$ cat src/rtl/pio_pkg.sv
package pio_pkg;
    localparam int PW = 8;
    localparam int HW = PW / 2;
    localparam int BW = $clog2(PW);

    localparam logic [1:0] ADDR_A   = 2'b00;
    localparam logic [1:0] ADDR_B   = 2'b01;
    localparam logic [1:0] ADDR_C   = 2'b10;
    localparam logic [1:0] ADDR_CTL = 2'b11;

    typedef struct packed {
        logic a_m1;   // group A strobed mode
        logic a_in;   // port A is input
        logic cu_in;  // upper port C half is input
        logic b_m1;   // group B strobed mode
        logic b_in;   // port B is input
        logic cl_in;  // lower port C half is input
    } cfg_t;

    localparam cfg_t CFG_RST = '{a_m1: 1'b0, a_in: 1'b1, cu_in: 1'b1,
                                 b_m1: 1'b0, b_in: 1'b1, cl_in: 1'b1};
endpackage

$ cat src/rtl/pio_cfg.sv
module pio_cfg
    import pio_pkg::*;
(
    input  logic          clk,
    input  logic          rst_n,
    input  logic          ctl_wr,
    input  logic [PW-1:0] wdata,
    output cfg_t          cfg,
    output logic          mode_load,
    output logic          bsr_load
);
    typedef struct packed {
        cfg_t cfg;
    } st_t;

    st_t st_d, st_q;

    always_comb begin
        mode_load = ctl_wr && wdata[PW-1];
        bsr_load  = ctl_wr && !wdata[PW-1];
        st_d      = st_q;
        if (mode_load) begin
            st_d.cfg.a_m1  = (wdata[6:5] == 2'b01);
            st_d.cfg.a_in  = wdata[4];
            st_d.cfg.cu_in = wdata[3];
            st_d.cfg.b_m1  = wdata[2];
            st_d.cfg.b_in  = wdata[1];
            st_d.cfg.cl_in = wdata[0];
        end
    end

    always_ff @(posedge clk or negedge rst_n) begin
        if (!rst_n) st_q <= '{cfg: CFG_RST};
        else        st_q <= st_d;
    end

    assign cfg = st_q.cfg;

    // a single-bit command leaves the configuration alone
    p_bsr_keeps_cfg_r5: assert property (@(posedge clk) disable iff (!rst_n)
        bsr_load |=> $stable(cfg));

    // a mode word with the reserved group A field selects mode 0
    p_reserved_mode_r3: assert property (@(posedge clk) disable iff (!rst_n)
        (mode_load && wdata[6]) |=> !cfg.a_m1);
endmodule

$ cat src/rtl/pio_hs.sv
module pio_hs
    import pio_pkg::*;
(
    input  logic          clk,
    input  logic          rst_n,
    input  logic          clear,
    input  logic          mode1,
    input  logic          is_in,
    input  logic [PW-1:0] pin_in,
    input  logic          wr_port,
    input  logic          rd_port,
    input  logic [PW-1:0] wdata,
    input  logic          hs_n,
    input  logic          inte,
    output logic [PW-1:0] out_q,
    output logic [PW-1:0] in_q,
    output logic          full,
    output logic          intr
);
    typedef struct packed {
        logic [PW-1:0] outl;
        logic [PW-1:0] inl;
        logic          full;
    } st_t;

    st_t st_d, st_q;

    always_comb begin
        st_d = st_q;
        if (clear) begin
            st_d = '0;
        end else begin
            if (wr_port) st_d.outl = wdata;
            if (mode1 && is_in) begin
                if (rd_port) st_d.full = 1'b0;
                if (!hs_n) begin
                    st_d.inl  = pin_in;
                    st_d.full = 1'b1;
                end
            end else if (mode1) begin
                if (!hs_n)   st_d.full = 1'b0;
                if (wr_port) st_d.full = 1'b1;
            end else begin
                st_d.full = 1'b0;
            end
        end
    end

    always_ff @(posedge clk or negedge rst_n) begin
        if (!rst_n) st_q <= '0;
        else        st_q <= st_d;
    end

    assign out_q = st_q.outl;
    assign in_q  = st_q.inl;
    assign full  = st_q.full;
    assign intr  = inte && mode1 && hs_n && (is_in ? st_q.full : !st_q.full);

    // a strobe in input mode leaves the buffer full
    p_strobe_fills_r8: assert property (@(posedge clk) disable iff (!rst_n)
        (mode1 && is_in && !hs_n && !clear) |=> full);

    // the captured value equals the pins at the strobe edge
    p_strobe_capture_r8: assert property (@(posedge clk) disable iff (!rst_n)
        (mode1 && is_in && !hs_n && !clear) |=> (in_q == $past(pin_in)));

    // a port write in output mode marks the buffer full
    p_write_fills_r9: assert property (@(posedge clk) disable iff (!rst_n)
        (mode1 && !is_in && wr_port && !clear) |=> full);

    // a mode word empties the buffer and clears the latch
    p_clear_empties_r4: assert property (@(posedge clk) disable iff (!rst_n)
        clear |=> (!full && out_q == '0));
endmodule

$ cat src/rtl/tri_port_pio.sv
module tri_port_pio
    import pio_pkg::*;
(
    input  logic          clk,
    input  logic          rst_n,
    input  logic          cs,
    input  logic          rd,
    input  logic          wr,
    input  logic [1:0]    addr,
    input  logic [PW-1:0] wdata,
    output logic [PW-1:0] rdata,
    input  logic [PW-1:0] pa_in,
    output logic [PW-1:0] pa_out,
    output logic [PW-1:0] pa_oe,
    input  logic [PW-1:0] pb_in,
    output logic [PW-1:0] pb_out,
    output logic [PW-1:0] pb_oe,
    input  logic [PW-1:0] pc_in,
    output logic [PW-1:0] pc_out,
    output logic [PW-1:0] pc_oe
);
    localparam int NG = 2;

    typedef struct packed {
        logic [PW-1:0] pc;
    } st_t;

    st_t  st_d, st_q;
    cfg_t cfg;
    logic ctl_wr, mode_load, bsr_load;

    logic [NG-1:0] g_m1, g_in, g_hs, g_inte, g_wr, g_rd, g_full, g_intr;
    logic [PW-1:0] g_pin [NG];
    logic [PW-1:0] g_out [NG];
    logic [PW-1:0] g_inl [NG];

    assign ctl_wr = cs && wr && (addr == ADDR_CTL);

    pio_cfg u_cfg (
        .clk       (clk),
        .rst_n     (rst_n),
        .ctl_wr    (ctl_wr),
        .wdata     (wdata),
        .cfg       (cfg),
        .mode_load (mode_load),
        .bsr_load  (bsr_load)
    );

    // port C output latch
    always_comb begin
        st_d = st_q;
        if (mode_load)
            st_d.pc = '0;
        else if (bsr_load)
            st_d.pc[wdata[BW:1]] = wdata[0];
        else if (cs && wr && addr == ADDR_C)
            st_d.pc = wdata;
    end

    always_ff @(posedge clk or negedge rst_n) begin
        if (!rst_n) st_q <= '0;
        else        st_q <= st_d;
    end

    // per-group handshake hookup: index 0 is group A, 1 is group B
    always_comb begin
        g_m1     = {cfg.b_m1, cfg.a_m1};
        g_in     = {cfg.b_in, cfg.a_in};
        g_hs[0]  = cfg.a_in ? pc_in[4] : pc_in[6];
        g_hs[1]  = pc_in[2];
        g_inte[0] = cfg.a_in ? st_q.pc[4] : st_q.pc[6];
        g_inte[1] = st_q.pc[2];
        g_wr     = {cs && wr && addr == ADDR_B, cs && wr && addr == ADDR_A};
        g_rd     = {cs && rd && addr == ADDR_B, cs && rd && addr == ADDR_A};
        g_pin[0] = pa_in;
        g_pin[1] = pb_in;
    end

    for (genvar g = 0; g < NG; g++) begin : g_grp
        pio_hs u_hs (
            .clk     (clk),
            .rst_n   (rst_n),
            .clear   (mode_load),
            .mode1   (g_m1[g]),
            .is_in   (g_in[g]),
            .pin_in  (g_pin[g]),
            .wr_port (g_wr[g]),
            .rd_port (g_rd[g]),
            .wdata   (wdata),
            .hs_n    (g_hs[g]),
            .inte    (g_inte[g]),
            .out_q   (g_out[g]),
            .in_q    (g_inl[g]),
            .full    (g_full[g]),
            .intr    (g_intr[g])
        );
    end

    assign pa_out = g_out[0];
    assign pb_out = g_out[1];
    assign pa_oe  = {PW{!cfg.a_in}};
    assign pb_oe  = {PW{!cfg.b_in}};

    // port C drive: direction per half, then handshake overrides
    always_comb begin
        pc_oe  = {{HW{!cfg.cu_in}}, {HW{!cfg.cl_in}}};
        pc_out = st_q.pc;
        if (cfg.b_m1) begin
            pc_oe[2]  = 1'b0;
            pc_oe[1]  = 1'b1;
            pc_oe[0]  = 1'b1;
            pc_out[1] = cfg.b_in ? g_full[1] : !g_full[1];
            pc_out[0] = g_intr[1];
        end
        if (cfg.a_m1) begin
            pc_oe[3]  = 1'b1;
            pc_out[3] = g_intr[0];
            if (cfg.a_in) begin
                pc_oe[4]  = 1'b0;
                pc_oe[5]  = 1'b1;
                pc_out[5] = g_full[0];
            end else begin
                pc_oe[6]  = 1'b0;
                pc_oe[7]  = 1'b1;
                pc_out[7] = !g_full[0];
            end
        end
    end

    // read path
    always_comb begin
        rdata = '0;
        if (cs && rd) begin
            unique case (addr)
                ADDR_A:  rdata = cfg.a_in ? (cfg.a_m1 ? g_inl[0] : pa_in) : g_out[0];
                ADDR_B:  rdata = cfg.b_in ? (cfg.b_m1 ? g_inl[1] : pb_in) : g_out[1];
                ADDR_C:  rdata = (pc_oe & pc_out) | (~pc_oe & pc_in);
                default: rdata = '0;
            endcase
        end
    end

    // a mode word clears every output latch
    p_mode_word_clears_r4: assert property (@(posedge clk) disable iff (!rst_n)
        mode_load |=> (st_q.pc == '0 && pa_out == '0 && pb_out == '0));

    // a single-bit command flips at most one port C latch bit
    p_bsr_single_bit_r5: assert property (@(posedge clk) disable iff (!rst_n)
        bsr_load |=> ($countones(st_q.pc ^ $past(st_q.pc)) <= 1));

    // a port drives all its lines or none
    p_port_uniform_r3: assert property (@(posedge clk) disable iff (!rst_n)
        ($countones(pa_oe) == 0 || $countones(pa_oe) == PW) &&
        ($countones(pb_oe) == 0 || $countones(pb_oe) == PW));

    // no group A interrupt while its strobe is held low in input mode
    p_intr_quiet_strobe_r10: assert property (@(posedge clk) disable iff (!rst_n)
        (cfg.a_m1 && cfg.a_in && !pc_in[4]) |-> !pc_out[3]);
endmodule

$ cat config.mk
export PLATFORM = sky130hd
export DESIGN_NAME = tri_port_pio
export DESIGN_NICKNAME = d
export VERILOG_FILES = /design/src/rtl/pio_pkg.sv /design/src/rtl/pio_cfg.sv /design/src/rtl/pio_hs.sv /design/src/rtl/tri_port_pio.sv
export SDC_FILE = /design/constraint.sdc
export NUM_CORES = 1
export LEC_CHECK = 0
export BUFFER_PORTS_ARGS = -buffer_cell sky130_fd_sc_hd__clkbuf_2
export CAP_MARGIN = 20
export CORE_UTILIZATION = 30
export CTS_BUF_LIST = sky130_fd_sc_hd__clkbuf_16
export DETAILED_ROUTE_END_ITERATION = 12
export PLACE_DENSITY = 0.59
export SLEW_MARGIN = 20
export SYNTH_ARGS = -nofsm -noshare
export SYNTH_HDL_FRONTEND = slang
export SYNTH_SLANG_ARGS = --single-unit
$ cat constraint.sdc
create_clock -name clk -period 3.4 [get_ports clk]
set_input_delay 0.34 -clock clk [delete_from_list [all_inputs] [get_ports clk]]
set_output_delay 0.34 -clock clk [all_outputs]
set_load 0.005 [all_outputs]
==> results of run 1 <==
worst max-delay path, stage by stage, from the launching register on:
cell and delay (ps):
dfstp_2 810, nand2_1 150, and2_1 210, inv_1 80
o21a_1 100, o21ai_0 110, a31oi_1 260, clkbuf_2 160
cells in the mapped netlist (all sizes together) (3+ instances only):
cell    instances
mux2            7
o21ai          15
and3            4
buf            41
nor2b           5
a21oi          22
nand2b          5
nor2           22
nand3          13
nor3            3
mux2i          36
clkbuf          6
o211ai         15
inv             9
dfstp           4
nand2          72
a31oi          12
dfrtp          44
sequential cells by signal, indices dropped and copies added, names as in the netlist:
name	flops
g_grp.u_hs.in_q	16
g_grp.u_hs.out_q	16
st_q	8
u_cfg.cfg	6
g_grp.u_hs.full	2
power breakdown:
part	switching [mW]	internal (mW)	leakage, nW	total, mW
clock	0.231	0.424	0.0944	0.656
sequential	0.196	0.747	0.594	0.943
combinational	0.347	0.334	1.10	0.681
total	0.775	1.51	1.79	2.28
worst paths after layout:
path | from | to | slack, ps | cells past startpoint
setup / recovery | u_cfg.cfg[4] | rdata[5] | 900 | 7
setup reg to reg | u_cfg.cfg[2] | g_grp[1].u_hs.in_q[6] | 1570 | 3
hold / removal | rst_n | g_grp[1].u_hs.in_q[1] | 30 | 1
hold reg to reg | g_grp[0].u_hs.in_q[3] | g_grp[0].u_hs.in_q[3] | 520 | 2
max in group asynchronous | rst_n | u_cfg.cfg[4] | 2520 | 2
min in group clk | pa_in[1] | g_grp[0].u_hs.in_q[1] | 310 | 3
per-layer routing:
metal,part of all wire (%),vias to the layer above,global-route usage (%)
met5,0,-,0
li1,-,1365,-
met2,45,121,27.5
met3,7.6,5,3.34
met1,47,1384,27.0
met4,0.58,0,3.32
stage by stage:
step           setup slack, ps  instance area, sq um  cells  hold slack (ps)
2_1_floorplan             1710                  3200    363             44.4
5_1_grt                    740                  3710    555             67.1
4_1_cts                    884                  3710    555             50.7
6_report                   905                  3710    555             26.1
3_5_place_dp              1080                  3520    547              368
3_3_place_gp              1120                  3520    547              352
cells by family (layout without fill, tap and decap cells):
logic type	count (synthesis)	count (layout)	synth area share [%]
AO/OA/AOI/OAI	80	80	17.5
XOR/XNOR	1	1	0.274
multiplexers	43	43	13.7
flip-flops	48	48	37.7
buffers and inverters	56	112	11.2
AND/OR/NAND/NOR	135	135	19.5
area by class of cell:
| cell class | instances | share of cell area (%) |
|---|---|---|
| well taps | 136 | 4.58 |
| inverters | 9 | 0.910 |
| repair buffers | 95 | 12.9 |
| clock buffers | 5 | 3.37 |
| clock inverters | 3 | 1.85 |
| flip-flops and latches | 48 | 32.5 |
| multi-input cells | 259 | 43.9 |
==> impl_summary.md, run 1 <==
Cells and area
The leading cell type in the layout, fill and taps excluded is clkbuf_2. The layout cell share with drive strength beyond 1 is 31.7%. The number of inserted diodes is 0. After filler insertion, the fill cell instance count of the layout stands at 1,080. The multi-input combinational cells in the finished layout cover a total of around 0.0016 sq mm. The core utilization of the finished layout is roughly 36%.

In the layout the commonest cells are clkbuf_2 (94), nand2_1 (72), dfrtp_1 (44). The area added between synthesis and finish is 16.2%. Registers take 0.00121 sq mm.

The post-layout net count is 457.

Yosys
Of all flip-flops after synthesis, the portion carrying an async set or reset was 100%. dfrtp_1 takes more of the synthesized area than any other cell. The sequential fraction of the synthesis area is 37.7%. The net count of the mapped netlist is 402. Summed over its instances, the top area cell type makes up between 30% and 40% of the synthesized netlist area.

In the synthesized netlist, the number of instances is 363. The number of flops mapped to enable cells by yosys is 0. The cell area after technology mapping is 0.00320 sq mm. A synthesized cell averages 8.81 sq um. Synthesis inferred 48 register bits. The most used flip-flop cell after synthesis is dfrtp_1. Ranked by total cell area, the synthesized netlist is headed by dfrtp_1 (34%), mux2i_1 (11%), nand2_1 (8.5%).

During synthesis, Yosys emitted a total of 0 warnings. The netlist uses 46 different library cells.

Job
The max-capacitance violation count is 0.

CTS
Clock tree synthesis inserted a total of 5 buffers. The post-cts resize count is 0. After clock tree synthesis, the clock-pin slew on the worst setup and hold paths is around 70 ps. CTS saw between 40 and 50 sinks.

The H-tree depth reported by CTS is 2. At the later pin of the worst-skew pair, clock insertion delay measures 290 ps. The number of hold buffers added after CTS is 0.

The clock root buffer master is clkbuf_16. The count of buffers added by post-CTS timing repair for setup is 0. The clock tree from TritonCTS is done. The clock passes through at most 2 buffers.

Die
The overall die height is about 110 um. The area of the die is about 0.011 sq mm. Once the floorplan was initialized, standard cells occupied 31.0% of the core.

After floorplanning, the core was sized to cover 0.0103 sq mm. The chip width is 105 um. The number of I/O pins is 95. The floorplan row count is 37.

Global routing
For this run the aggregate overflow at the end of global routing stands at 0. The global-route usage over all layers is a little under a fifth. The initial antenna violation count was 0. The largest net degree at the start of global routing is 37. The number of global-route vias before repair came to 2,639.

The first global-routing pass estimated 15,300 um of wire.

Route
The number of detailed-route iterations in the first pass is 5. In this run, the number of DRC markers left after iteration 0 of detailed routing was 179. Dividing the detail-routed via count by the number of cells gives 5.18. Dividing the detail-routed wire length by the instance count gives approximately 18 um. The total number of vias is ~2.9k. The number of routed nets with antenna violations is 0. The number of remaining DRC errors is 0. The routed design has 9820 um of wire.

Power and ir drop
The power per cell area is 614 mW/mm^2. The total power is about 2.3 mW. The worst-case IR drop observed on VDD is 228 uV.

Summed over all cells, the static leakage comes to 1.79 nW.

Critical path
Data arrives at the worst endpoint at between 2000 and 2500 ps. The worst setup path is captured at an output port. STA classifies the critical path startpoint as a flip-flop. Of all nets on the critical path, the largest fanout is 26.

For the worst setup path, the data required time is ~3000 ps. The critical path is of the reg2out type.

Status
The flow ran to the end, and the final reports show no timing, DRC or antenna violations.

STA
For the final routed database, the setup TNS stands at 0 ps. The clock period minus final worst setup slack is 2500 ps. The tightest slew margin relative to the limit is between 40% and 50%. The final clock period utilization by the worst path is 73.4%. The count of endpoints failing hold in the final timing report is 0.

Clock skew on the completed layout was measured at 6.90 ps. The final number of setup-violating endpoints is 0. The max-slew violation total from the final report is 0. Setup repair after global routing left no endpoint under its margin. The slew of the pin with the lowest slew margin is approximately 800 ps. Based on the critical path, the design can be clocked at up to 0.401 GHz.

Place
The congestion estimate from routability-driven global placement came to 0.818. The count of buffers from port buffering is 94. The final HPWL from detailed placement is about 7300 um.

Worst hold path
The class of the most critical hold timing path is in2async.
Note: power is estimated with default switching activity, not from simulation.
==> run 2, diff against run 1 <==
clock period = 2.4 ns   (was 3.4 ns; I/O delays follow)
==> impl_summary.md, run 2 (synthesized netlist as in run 1, its figures left out) <==
Status
Run status: complete, no violations (unchanged).

Power and ir drop
The power dissipated by switching net loads came to 1.08 mW (was 775 uW). The combinational group share of total power was 32.6% (was 29.9%). The internal power consumption was 1.93 mW (was 1.51 mW). The fraction of power consumed by sequential logic was 44.1% (was 41.4%).

The part of the power in the clock network is 23.2% (was 28.8%). The leakage power summed over all cells is 1.80 nW (was 1.79 nW). The maximum resistive drop on vdd is 376 uV (was 228 uV). The net switching fraction of the power is 35.8% (was 34.0%). The power per cell area is 809 mW/mm^2 (was 614 mW/mm^2).

The total power came to 3.01 mW (was 2.28 mW).

Global routing
The global-route usage over all layers is 17.7% (was 18.2%). The met3 track utilization from global routing is 3.09% (was 3.34%). The first-pass GRT wire length is 15,000 um (was 15,300 um). The largest net degree at the start of global routing is 37 (unchanged). The met1 track utilization from global routing is 25.4% (was 27.0%).

The number of global-route vias before repair came to 2,682 (was 2,639). The met2 track demand over resource is 27.4% (was 27.5%). The initial antenna violation count came to 0 (unchanged). The most used routing layer in global routing is met2 (unchanged).

The final global-route overflow total is 0 (unchanged).

Cells and area
Highest-count cells in the layout ignoring fill and taps: clkbuf_2 (94), nand2_1 (72), dfrtp_1 (43) (was clkbuf_2 (94), nand2_1 (72), dfrtp_1 (44)). The number of inserted diodes was 0 (unchanged). The area added between synthesis and finish was 16.4% (was 16.2%). The post-route standard cell area excluding fillers was 0.00372 sq mm (was 0.00371 sq mm).

The leading cell type in the layout, fill and taps excluded is clkbuf_2 (unchanged). The area taken by flip-flops and latches is 0.00121 sq mm (about the same). The area of combinational cells with multiple inputs came to 0.00163 sq mm (unchanged).

The final cell count without fillers is 560 (was 555). The post-layout net count came to 462 (was 457). The layout cell share with drive strength beyond 1 came to 32.3% (was 31.7%). The core utilization of the finished layout is 36.0% (about the same). The number of fill cells in the layout was 1,090 (was 1,080).

STA
The final worst-path setup slack is 145 ps (was 905 ps). The timing-limited maximum frequency is 0.443 GHz. Setup repair after global routing missed its margin: false (unchanged). The final setup TNS is 0 ps (unchanged).

The clock skew is 5.42 ps (was 6.90 ps). The max-slew violation total from the final report is 0 (unchanged). The final clock period utilization by the worst path is roughly 94%. The slew of the pin with the lowest slew margin is 676 ps (was 805 ps).

After layout, the minimum clock period comes to 2260 ps. The final worst hold slack was 208 ps (was 26.1 ps). The final number of setup-violating endpoints was 0 (unchanged).

The count of endpoints failing hold in the final timing report is 0 (unchanged). The tightest slew margin relative to the limit came to 54.9% (was 46.2%).

CTS
The clock tree from TritonCTS is done (unchanged). The number of clock sinks was 48 (unchanged). The clock root buffer master is clkbuf_16 (unchanged). The clock network latency to the later pin of the worst-skew pair is 290 ps (about the same). The H-tree depth reported by CTS is 2 (unchanged). The clock transition at the registers of the reported paths was 70 ps (about the same). The total CTS buffers is 5 (unchanged).

The maximum clock path buffer count is 2 (unchanged).

Route
The number of detailed-route iterations in the first pass is 4 (was 5). The violation count after the first detailed-routing iteration is 218 (was 179). The total number of vias is 2,843 (was 2,875). The number of vias per cell is 5.08 (was 5.18). The number of routed nets with antenna violations was 0 (unchanged). The wire length per cell is 17.0 um (was 17.7 um). The total detailed-routing wirelength is 9530 um (was 9820 um).

The number of remaining DRC errors is 0 (unchanged).

Die
The chip width is 105 um (unchanged). The placeable core region was 0.0103 sq mm (unchanged). The floorplan row count is 37 (unchanged).

The number of I/O pins is 95 (unchanged). The overall die height came to 105 um (unchanged). The area of the die was 0.0111 sq mm (unchanged).

The initial cell density of the core is 31.0% (unchanged).

Place
The final RePlAce weighted congestion came to 0.824 (was 0.818). The worst-case setup slack after placement is 422 ps (was 1080 ps). The instance area after placement is 0.00356 sq mm (was 0.00352 sq mm). The final HPWL from detailed placement is 7210 um (was 7290 um). The count of buffers from port buffering came to 94 (unchanged). The cell total after placement was 551 (was 547).

Critical path
The kind of cell adding the most delay to the critical path is flip-flops (unchanged). The biggest fanout along the worst timing path is 26 (unchanged). The endpoint kind of the worst setup timing path is an output port (unchanged). The classification of the worst setup path is reg2out (unchanged). The required time reported for the critical path endpoint is 2160 ps (was 3060 ps). The delay of the slowest critical-path stage came to 750 ps (was 810 ps).

The cell with the largest stage delay on the worst path was dfstp_4 (was dfstp_2). The startpoint type of the worst setup path is a flip-flop (unchanged). The worst path arrival time is 2020 ps (was 2160 ps).

Series of cell instances along the critical path: nand2_1 > and2_1 > inv_1 > o21a_1 > o21ai_0 > a31oi_1 > clkbuf_2 (unchanged). The number of buffer and inverter instances along the worst setup path was 2 (unchanged).

Job
The max-capacitance violation count is 0 (unchanged).

Worst hold path
The class of the most critical hold timing path is in2reg (was in2async).
## run 2: worst min-delay path, delay by kind of cell
| kind | cells | cell delay (ps) |
|---|---|---|
| buffers and inverters | 1 | 90 |
| AND/OR/NAND/NOR | 1 | 70 |
| multiplexers | 1 | 60 |
## run 2: layout make-up
cell class	count	share of cell area, %
inverter	9	0.908
clock buffer	5	3.36
sequential	48	32.6
clock inverter	3	0.471
multi-input combinational	259	43.9
timing repair buffer	100	14.3
tap	136	4.57
## run 2: path summary, 6_finish.rpt
kind,start,end,slack (ps),cells after the start
setup / recovery,u_cfg.cfg[4],rdata[5],140,7
hold / removal,pb_in[5],g_grp[1].u_hs.in_q[5],210,3
setup reg to reg,u_cfg.cfg[1],g_grp[1].u_hs.in_q[4],670,4
hold reg to reg,g_grp[1].u_hs.in_q[0],g_grp[1].u_hs.in_q[0],520,2
max in group asynchronous,rst_n,u_cfg.cfg[3],1220,3
min in group asynchronous,rst_n,g_grp[1].u_hs.in_q[2],520,2
## run 2: metal layers
metal | up-vias | share of wire [%]
li1 | 1366 | -
met1 | 1348 | 47
met2 | 117 | 45
met3 | 12 | 6.6
met4 | 0 | 1.2
met5 | - | 0
## run 2: what timing repair did
| action | CTS | global route |
|---|---|---|
| endpoints found under the setup margin | 0 | 2 |
| hold buffers | 1 | 0 |
| endpoints found under the hold margin | 4 | 0 |
| setup buffers | 0 | 0 |
| resized for setup | 0 | 2 |
## run 2: power by group through the flow
| stage | clock network (mW) | logic (mW) | registers (mW) |
|---|---|---|---|
| floorplan | 0 | 0.816 | 1.19 |
| global placement | 0 | 0.974 | 1.32 |
| detailed placement | 0 | 0.990 | 1.33 |
| CTS | 0.711 | 0.995 | 1.32 |
| global route | 0.750 | 1.11 | 1.37 |
| finish | 0.699 | 0.982 | 1.33 |
==> run 3, diff against run 2 <==
clock period = 2.6 ns   (was 2.4 ns; I/O delays follow)
==> impl_summary.md, run 3 (synthesized netlist as in run 1, its figures left out) <==
Status
Run status: complete, no violations (unchanged).

Cells and area
The number of fill cells in the layout is 1,101 (was 1,090). The area added between synthesis and finish was 16.9% (was 16.4%). The area of combinational cells with multiple inputs is 0.00163 sq mm (unchanged). The post-layout net count is 460 (was 462). The leading cell type in the layout, fill and taps excluded is clkbuf_2 (unchanged).

The area taken by flip-flops and latches came to 0.00121 sq mm (about the same). The core utilization of the finished layout is 36.2% (was 36.0%). The post-route standard cell area excluding fillers was 0.00374 sq mm (was 0.00372 sq mm). The number of inserted diodes is 0 (unchanged). The layout cell share with drive strength beyond 1 was 32.0% (was 32.3%).

Highest-count cells in the layout ignoring fill and taps: clkbuf_2 (94), nand2_1 (72), dfrtp_1 (44) (was clkbuf_2 (94), nand2_1 (72), dfrtp_1 (43)).

Place
The final RePlAce weighted congestion is 0.874 (was 0.824). The worst-case setup slack after placement is 549 ps (was 422 ps). The count of buffers from port buffering is 94 (unchanged). The final HPWL from detailed placement is 7190 um (was 7210 um). The instance area after placement is 0.00353 sq mm (was 0.00356 sq mm).

Critical path
The startpoint type of the worst setup path is a flip-flop (unchanged). The startpoint of the most critical register-to-register path is u_cfg.cfg[2] (was u_cfg.cfg[1]). The worst setup path endpoint is rdata[5] (unchanged). The delay of the slowest critical-path stage is 800 ps (was 750 ps). The classification of the worst setup path was reg2out (unchanged).

The cell with the largest stage delay on the worst path is dfstp_2 (was dfstp_4). The worst flop-to-flop path endpoint is g_grp[1].u_hs.in_q[7] (was g_grp[1].u_hs.in_q[4]). The depth of the worst register-to-register path is 3 (was 4). Series of cell instances along the critical path: nand2_1 > and2_1 > inv_1 > o21a_1 > o21ai_0 > a31oi_1 > clkbuf_2 (unchanged). The internal reg-to-reg setup slack is 790 ps (was 670 ps).

The number of buffer and inverter instances along the worst setup path is 2 (unchanged). The biggest fanout along the worst timing path came to 26 (unchanged). The endpoint kind of the worst setup timing path is an output port (unchanged).

The required time reported for the critical path endpoint came to 2340 ps (was 2160 ps). The kind of cell adding the most delay to the critical path is flip-flops (unchanged). The launching element of the worst setup path is u_cfg.cfg[4] (unchanged).

The number of stages on the worst setup path is 7 (unchanged). The worst path arrival time was 2100 ps (was 2020 ps).

Global routing
The initial antenna violation count is 0 (unchanged). The final global-route overflow total is 0 (unchanged). The first-pass GRT wire length was 15,000 um (about the same). The largest net degree at the start of global routing is 37 (unchanged).

The number of global-route vias before repair is 2,729 (was 2,682). The global-route usage over all layers is 17.5% (was 17.7%).

Power and ir drop
The fraction of power consumed by sequential logic is 41.4% (was 44.1%). The combinational group share of total power is 30.0% (was 32.6%). The net switching fraction of the power is 33.5% (was 35.8%). The internal power consumption came to 1.97 mW (was 1.93 mW). The power dissipated by switching net loads was 995 uW (was 1.08 mW). The leakage power summed over all cells is 1.81 nW (was 1.80 nW). The part of the power in the clock network is 28.5% (was 23.2%).

The maximum resistive drop on vdd is 331 uV (was 376 uV). The power per cell area is 793 mW/mm^2 (was 809 mW/mm^2).

Route
The number of vias per cell was 5.05 (was 5.08). The number of remaining DRC errors is 0 (unchanged). The total number of vias is 2,819 (was 2,843). The violation count after the first detailed-routing iteration was 179 (was 218). The wire length per cell is 16.9 um (was 17.0 um). The number of routed nets with antenna violations came to 0 (unchanged). The number of detailed-route iterations in the first pass is 5 (was 4).

The total detailed-routing wirelength is 9430 um (was 9530 um).

STA
Setup repair after global routing missed its margin: false (unchanged). The slew of the pin with the lowest slew margin is 732 ps (was 676 ps). The clock skew came to 4.20 ps (was 5.42 ps). The final setup TNS is 0 ps (unchanged). The smallest clock period supported by the final layout is computed as 2360 ps. The tightest slew margin relative to the limit is 51.1% (was 54.9%). The max-slew violation total from the final report is 0 (unchanged). Timing would allow up to 0.424 GHz. The final worst-path setup slack came to 241 ps (was 145 ps). The count of endpoints failing hold in the final timing report is 0 (unchanged). The final clock period utilization by the worst path is 90.7%. The final number of setup-violating endpoints is 0 (unchanged).

Die
The initial cell density of the core came to 31.0% (unchanged). The floorplan row count is 37 (unchanged). The overall die height was 105 um (unchanged). The number of I/O pins is 95 (unchanged).

The placeable core region is 0.0103 sq mm (unchanged). The chip width came to 105 um (unchanged). The area of the die is 0.0111 sq mm (unchanged).

Job
The max-capacitance violation count came to 0 (unchanged).

CTS
The clock network latency to the later pin of the worst-skew pair is 290 ps (about the same). The number of clock sinks was 48 (unchanged). The clock root buffer master is clkbuf_16 (unchanged). The total CTS buffers is 5 (unchanged). The clock tree from TritonCTS is done (unchanged). The maximum clock path buffer count is 2 (unchanged).

The post-cts resize count is 0 (unchanged). The clock transition at the registers of the reported paths is 70 ps (about the same). The H-tree depth reported by CTS is 2 (unchanged).

Worst hold path
The class of the most critical hold timing path is in2reg (unchanged).
-- run 3: cell types whose count changed in the layout (fill, tap and decap cells not counted) --
cell	before	now
bufinv_16	0	2
buf_12	1	0
buf_4	4	3
clkinv_1	1	0
clkinv_2	1	0
dfrtp_1	43	44
dfrtp_2	1	0
dfstp_2	3	4
dfstp_4	1	0
-- run 3: power by group through the flow --
stage                     logic, mW  clock network, mW  registers, mW
after CTS                     0.902              0.861           1.23
after global routing           1.01              0.891           1.27
final                         0.891              0.846           1.23
after floorplan               0.753                  0           1.10
after global placement        0.884                  0           1.24
after detailed placement      0.895                  0           1.24
-- run 3: worst min path at each step --
stage | from | endpoint | depth (start not counted) | slack (ps)
after floorplan | rst_n | g_grp[0].u_hs.full | 0 | -40
after global placement | rst_n | g_grp[1].u_hs.in_q[0] | 1 | 90
after detailed placement | rst_n | g_grp[1].u_hs.in_q[0] | 1 | 90
after CTS | pb_in[5] | g_grp[1].u_hs.in_q[5] | 3 | 230
after global routing | pa_in[7] | g_grp[0].u_hs.in_q[7] | 3 | 240
final | pa_in[1] | g_grp[0].u_hs.in_q[1] | 3 | 230
-- run 3: repair_timing --
item                                    CTS  global route
hold buffers                              1             0
hold endpoints to repair                  4             0
endpoints found under the setup margin    0             0
buffers inserted                          0             0
-- run 3: worst reg2reg max path: stages, from the launching register on --
cell and delay (ps):
dfrtp_1 820, nand2_1 520, mux2i_1 300, nor2_1 60
-- run 3: metal layers --
metal / share of wire, % / GRT usage, %
met1: 47 / 25.7
met2: 45 / 27.1
met3: 7.1 / 2.78
met4: 0.95 / 3.42
met5: 0 / 0
-- run 3: layout make-up --
| cell class | instances | share of cell area, % |
|---|---|---|
| clock buffers | 5 | 3.35 |
| clock inverters | 3 | 1.84 |
| inverters | 9 | 0.904 |
| repair buffers | 98 | 13.5 |
| multi-input cells | 259 | 43.6 |
| well taps | 136 | 4.55 |
| flip-flops and latches | 48 | 32.3 |
-- run 3: stage by stage --
| step | total power, mW | hold slack (ps) | instances |
|---|---|---|---|
| 2_1_floorplan | 1.85 | -35.6 | 363 |
| 3_3_place_gp | 2.12 | 89.9 | 549 |
| 3_5_place_dp | 2.14 | 89.1 | 549 |
| 4_1_cts | 2.99 | 230 | 558 |
| 5_1_grt | 3.17 | 238 | 558 |
| 6_report | 2.97 | 232 | 558 |
